### src/rtl/fsel_pkg.sv
package fsel_pkg;

   // How the completing unit is picked from the writer-valid vector.
   typedef enum logic [0:0] {
      SEL_ANDOR    = 1'b0,   // trust one-hot, plain AND-OR mux
      SEL_PRIORITY = 1'b1    // isolate the lowest set bit first
   } sel_style_e;

   // Isolate the lowest set bit of a vector.
   function automatic logic [63:0] lowest_bit(input logic [63:0] v);
      return v & (~v + 64'd1);
   endfunction

endpackage

### src/rtl/fsel_unit_mux.sv
module fsel_unit_mux
   import fsel_pkg::*;
#(
   parameter int         NUM_FU = 4,
   parameter int         REG_AW = 5,
   parameter int         DATA_W = 64,
   parameter sel_style_e STYLE  = SEL_ANDOR
) (
   input  logic [NUM_FU-1:0]        fu_vld,
   input  logic [NUM_FU-1:0]        fu_wr,
   input  logic [NUM_FU*REG_AW-1:0] fu_dest,
   input  logic [NUM_FU*DATA_W-1:0] fu_result,
   output logic                     cmp_vld,
   output logic [REG_AW-1:0]        cmp_dest,
   output logic [DATA_W-1:0]        cmp_result
);

   logic [NUM_FU-1:0] writer;
   logic [NUM_FU-1:0] grant;

   // Only register-writing completions are candidates; stores drop out here.
   assign writer  = fu_vld & fu_wr;
   assign cmp_vld = |writer;

   generate
      if (STYLE == SEL_PRIORITY) begin : g_prio
         logic [63:0] iso;
         assign iso   = lowest_bit(64'(writer));
         assign grant = iso[NUM_FU-1:0];
      end else begin : g_andor
         assign grant = writer;
      end
   endgenerate

   always_comb begin
      cmp_dest   = '0;
      cmp_result = '0;
      for (int i = 0; i < NUM_FU; i++) begin
         cmp_dest   |= {REG_AW{grant[i]}} & fu_dest[i*REG_AW +: REG_AW];
         cmp_result |= {DATA_W{grant[i]}} & fu_result[i*DATA_W +: DATA_W];
      end
   end

endmodule

### src/rtl/fsel_src_port.sv
module fsel_src_port #(
   parameter int REG_AW = 5,
   parameter int DATA_W = 64
) (
   input  logic              cmp_vld,
   input  logic [REG_AW-1:0] cmp_dest,
   input  logic [DATA_W-1:0] cmp_result,
   input  logic [REG_AW-1:0] src_idx,
   input  logic              src_vld,
   input  logic [DATA_W-1:0] rf_val,
   output logic [DATA_W-1:0] opnd,
   output logic              fwd
);

   logic tag_eq;

   assign tag_eq = (cmp_dest == src_idx);
   assign fwd    = cmp_vld & src_vld & tag_eq;
   assign opnd   = fwd ? cmp_result : rf_val;

endmodule

### src/rtl/fsel_forward_select.sv
module fsel_forward_select
   import fsel_pkg::*;
#(
   parameter int         NUM_FU = 4,
   parameter int         REG_AW = 5,
   parameter int         DATA_W = 64,
   parameter sel_style_e STYLE  = SEL_ANDOR
) (
   input  logic [NUM_FU-1:0]        fu_vld,
   input  logic [NUM_FU-1:0]        fu_wr,
   input  logic [NUM_FU*REG_AW-1:0] fu_dest,
   input  logic [NUM_FU*DATA_W-1:0] fu_result,
   input  logic [REG_AW-1:0]        s1_idx,
   input  logic                     s1_vld,
   input  logic [DATA_W-1:0]        s1_rf,
   input  logic [REG_AW-1:0]        s2_idx,
   input  logic                     s2_vld,
   input  logic [DATA_W-1:0]        s2_rf,
   output logic [DATA_W-1:0]        opnd1,
   output logic                     opnd1_fwd,
   output logic [DATA_W-1:0]        opnd2,
   output logic                     opnd2_fwd
);

   localparam int NUM_SRC = 2;

   if (NUM_FU < 1 || NUM_FU > 64) begin : g_bad_fu
      $error("fsel_forward_select: NUM_FU must lie in 1..64");
   end
   if (REG_AW < 1) begin : g_bad_aw
      $error("fsel_forward_select: REG_AW must be at least 1");
   end
   if (DATA_W < 1) begin : g_bad_dw
      $error("fsel_forward_select: DATA_W must be at least 1");
   end

   logic              cmp_vld;
   logic [REG_AW-1:0] cmp_dest;
   logic [DATA_W-1:0] cmp_result;

   logic [REG_AW-1:0] src_idx [NUM_SRC];
   logic              src_vld [NUM_SRC];
   logic [DATA_W-1:0] src_rf  [NUM_SRC];
   logic [DATA_W-1:0] src_op  [NUM_SRC];
   logic              src_fwd [NUM_SRC];

   fsel_unit_mux #(
      .NUM_FU (NUM_FU),
      .REG_AW (REG_AW),
      .DATA_W (DATA_W),
      .STYLE  (STYLE)
   ) i_unit_mux (
      .fu_vld     (fu_vld),
      .fu_wr      (fu_wr),
      .fu_dest    (fu_dest),
      .fu_result  (fu_result),
      .cmp_vld    (cmp_vld),
      .cmp_dest   (cmp_dest),
      .cmp_result (cmp_result)
   );

   assign src_idx[0] = s1_idx;
   assign src_vld[0] = s1_vld;
   assign src_rf[0]  = s1_rf;
   assign src_idx[1] = s2_idx;
   assign src_vld[1] = s2_vld;
   assign src_rf[1]  = s2_rf;

   for (genvar s = 0; s < NUM_SRC; s++) begin : g_src
      fsel_src_port #(
         .REG_AW (REG_AW),
         .DATA_W (DATA_W)
      ) i_src_port (
         .cmp_vld    (cmp_vld),
         .cmp_dest   (cmp_dest),
         .cmp_result (cmp_result),
         .src_idx    (src_idx[s]),
         .src_vld    (src_vld[s]),
         .rf_val     (src_rf[s]),
         .opnd       (src_op[s]),
         .fwd        (src_fwd[s])
      );
   end

   assign opnd1     = src_op[0];
   assign opnd1_fwd = src_fwd[0];
   assign opnd2     = src_op[1];
   assign opnd2_fwd = src_fwd[1];

endmodule

### config.mk
export PLATFORM = sky130hd
export DESIGN_NAME = fsel_forward_select
export DESIGN_NICKNAME = d
export VERILOG_FILES = /design/src/rtl/fsel_pkg.sv /design/src/rtl/fsel_unit_mux.sv /design/src/rtl/fsel_src_port.sv /design/src/rtl/fsel_forward_select.sv
export SDC_FILE = /design/constraint.sdc
export NUM_CORES = 1
export LEC_CHECK = 0
export BUFFER_PORTS_ARGS = -buffer_cell sky130_fd_sc_hd__buf_2
export CORE_AREA = 2 2 216 218
export DETAILED_ROUTE_END_ITERATION = 8
export DIE_AREA = 0 0 218 220
export GPL_ROUTABILITY_DRIVEN = 0
export GPL_TIMING_DRIVEN = 0
export REMOVE_ABC_BUFFERS = 1
export SLEW_MARGIN = 20
export SYNTH_ARGS = -nofsm -noshare
export SYNTH_HDL_FRONTEND = slang
export SYNTH_HIERARCHICAL = 1
export SYNTH_SLANG_ARGS = --single-unit
### constraint.sdc
create_clock -name vclk -period 2.5
set_input_delay 0.25 -clock vclk [all_inputs]
set_output_delay 0.25 -clock vclk [all_outputs]
set_load 0.01 [all_outputs]
Yosys cells after proc, flatten, opt, wreduce, memory -nomap -nowiden --
Cells that the tools add are included.
Cells by class: reductions and logical operators 1, equal/unequal tests 2, mux-type cells 2, bitwise operators 19
Operator list (number):
- $and 64x64->64 | 4
- $or 64x64->64 | 3
- $mux 64 | 2
- $and 5x5->5 | 4
- $or 5x5->5 | 3
- $eq 5x5->1 | 2
- $and 1x1->1 | 4
- $and 4x4->4 | 1
- $reduce_or 4->1 | 1
Storage, ports and cells: output and inout bits 130, word-level logic and storage cells 24, bits of input ports 424, bits in registers 0

Longest topological paths before layout --
depth in word-level cells 8, depth in mapped cells 10, depth with buffers taken out 6

By module --
The synthesis kept the hierarchy.
Modules (own cells, without submodules):
- fsel_unit_mux | area each 2307.2 sq um, times used 1, cells an instance 412
- fsel_src_port | area each 1056.0 sq um, times used 2, cells an instance 84

Worst setup path before layout --
OpenSTA, ideal clock, no wires.
path kind input to output, start point in fu_vld[3], end point out opnd1[14], required time 2.250 ns, cell stages on the path 9, slack 0.283 ns, data arrival time 1.967 ns, path through buf_4 buf_4 nand3_1 nand4_1 a2111oi_2 nand4_1 buf_4 buf_6 mux2_4
On the way: cells in the longest elaborated chain, start to end 6, elaborated cells on any way between the ends 10
RTL lines:
- start: declaration | line fsel_forward_select.sv:9 | input logic [NUM_FU-1:0] fu_vld,
- $and 4x4->4 | line fsel_unit_mux.sv:22 | assign writer = fu_vld & fu_wr;
- $and 5x5->5 | line fsel_unit_mux.sv:39 | cmp_dest |= {REG_AW{grant[i]}} & fu_dest[i*REG_AW +: REG_AW];
- $or 5x5->5 | line fsel_unit_mux.sv:39
- net cmp_dest[3] | line fsel_forward_select.sv:38 | logic [REG_AW-1:0] cmp_dest;
- $eq 5x5->1 | line fsel_src_port.sv:17 | assign tag_eq = (cmp_dest == src_idx);
- $and 1x1->1 | line fsel_src_port.sv:18 | assign fwd = cmp_vld & src_vld & tag_eq;
- $mux 64 | line fsel_src_port.sv:19 | assign opnd = fwd ? cmp_result : rf_val;
- end: declaration | line fsel_forward_select.sv:19 | output logic [DATA_W-1:0] opnd1,
The timed path passes the listed nets, and every way through them passes these cells.

Worst setup path in the final report --
start point in fu_vld[2], end point out opnd2[63]
On the way: cells in the longest elaborated chain, start to end 7, elaborated cells on any way between the ends 12
RTL lines:
- $and 4x4->4 | line fsel_unit_mux.sv:22
- $and 5x5->5 | line fsel_unit_mux.sv:39
- $or 5x5->5 (2 in series) | line fsel_unit_mux.sv:39
- net cmp_dest[3] | line fsel_forward_select.sv:38
- $eq 5x5->1 | line fsel_src_port.sv:17
- $and 1x1->1 | line fsel_src_port.sv:18
- $mux 64 | line fsel_src_port.sv:19
- end: declaration | line fsel_forward_select.sv:21 | output logic [DATA_W-1:0] opnd2,
The timed path passes the listed nets, and every way through them passes these cells.

==> metrics.csv <==
metric,value,unit
cts-hold-fix-buffers,0,
finalWorstSetupSlack,-353,ps
grt_pass1_vias,7416,
pin_count,554,
vdd_drop_max,76.4,uV
synthTopCellsByArea,"mux2_4 (33%), nand3_1 (31%), nand4_1 (10%)",
final_cells,1765,
crit_type,input pin to output port,
endpoint_kind,output port,
first_pass_iters,5,
start_kind,input pin,
totalPowerFinal,1.72,mW
maxSlewViolCount,0,
yosysMostFrequentCell,nand3_1,
drive_gt1_frac,0.684,
grt.total_usage,0.135,
wl_per_cell,21.0,microns
yosys.area.top_type,mux2_4,
ant_nets,0,
row_count,79,
final_nets,1583,
ff_latch_area,0,sq um
fp.dieH,220,microns
dieArea,0.0480,sq mm
fmax,0.351,GHz
via_count,7820,
required,2250,ps
die_w,218,microns
via_per_inst,4.43,
drc_errors,0,
relSlewSlack,0.740,
dp_cells,1685,
critPathArrivalTime,2600,ps
io_buffers,554,
drtIter0Drc,593,
avgSynthCellArea,7.62,sq um
violations,negative setup slack,
max_cap_viol_count,0,
p_leak,5.12,nW
syn_inst,580,
grt_max_degree,40,
ys_top_cells_by_count,"nand3_1 (276), mux2_4 (98), nand4_1 (71)",
seq_cells,0,
powerDensity,175,mW/mm^2
worst_pin_slew,390,ps
coreArea,0.0459,sq mm
synth_warnings,6,
hold_violations,0,
drt_wl_total,37.0,mm
hold_class,input pin to output port,
crit_path_max_fanout,7,
period_share,1.14,
ys_types,15,
finalCoreUtilization,0.215,
synth.cell_area,0.00442,sq mm
grt_overflow,0,
clkbuf_count,0,
synth_top_area_share,0.333,
antenna_found_initial,3,
setup_violations,124,
syn_to_final_growth,123,%
rsz0062_at_grt,yes,
hold_depth,3,
outcome,"complete, but fails checks",
hpwl,24.6,mm
period_needed,2850,ps
synth.yosys.seq_area_share,0,
start_util,0.0964,
grt_pass1_wl,48.0,mm
cell usage in the layout (no fill, tap or decap):
master and n:
a2111oi_2 2, nor2b_1 4, nand3_1 272, clkbuf_16 3, buf_4 37, buf_8 9
buf_6 140, nand2_1 3, bufbuf_16 8, a22oi_2 2, diode_2 1, nand4_1 71
xnor2_1 4, buf_16 11, inv_1 10, mux2_4 102, mux2_2 26, buf_2 421
nand3_2 4, buf_12 26, a222oi_1 2
logic make-up (layout without fill, tap and decap cells):
group / count (synthesis) / count (layout) / share of synthesized area
compound gates: 6 / 6 / 0.0170
xor+xnor: 4 / 4 / 0.00793
buf+inv: 88 / 665 / 0.144
mux: 128 / 128 / 0.409
other cells: 0 / 1 / 0
simple gates: 354 / 354 / 0.421
metrics by stage:
stage          instance area, sq um  hold WS [ps]  setup slack (ps)  TNS (ps)
2_1_floorplan                  3820           635             -2450   -312000
3_3_place_gp                   7350           811             -6030   -760200
3_5_place_dp                   7690           808             -1180    -89950
4_1_cts                        9550           797              -200    -12680
5_1_grt                        9870           803              -396    -31110
6_report                       9870           796              -353    -23410
worst max-delay path: stages:
cell	delay [ps]
buf_16	120
nand3_1	110
nand4_1	250
a2111oi_2	490
nand4_1	180
buf_4	190
buf_6	130
buf_12	130
buf_12	140
clkbuf_16	160
mux2_2	290
buf_6	130
per-layer routing:
metal,GRT usage,share of wire,vias up
met5,0,0.00073,-
met3,0.0272,0.098,94
met1,0.164,0.38,3689
li1,-,-,3384
met2,0.236,0.48,649
met4,0.0465,0.038,4
report_power, final:
| part | leakage (nW) | total [mW] | internal [mW] | switching, mW |
|---|---|---|---|---|
| clock network | 0.00000634 | 0.0000000240 | 0.0000000240 | 0 |
| registers | 0 | 0 | 0 | 0 |
| logic | 5.12 | 1.72 | 0.946 | 0.777 |
| total | 5.12 | 1.72 | 0.946 | 0.777 |
worst paths after layout:
| kind | start | slack, ps | to |
|---|---|---|---|
| max | fu_vld[2] | -350 | opnd2[63] |
| min | s2_rf[27] | 800 | opnd2[27] |
cell type report:
cell class | count | area (sq um)
repair buffers | 655 | 5260
inverters | 10 | 37.5
diodes | 1 | 2.50
well taps | 607 | 759
fillers | 4992 | 36000
multi-input cells | 492 | 3820
timing repair:
action                                  4_1_cts  5_1_grt
gates cloned                                 12        3
gates resized for setup                     204       53
pin swaps                                     8        1
buffers inserted                             61        6
endpoints found under the setup margin      130      127
Note: power is estimated with default switching activity, not from simulation.
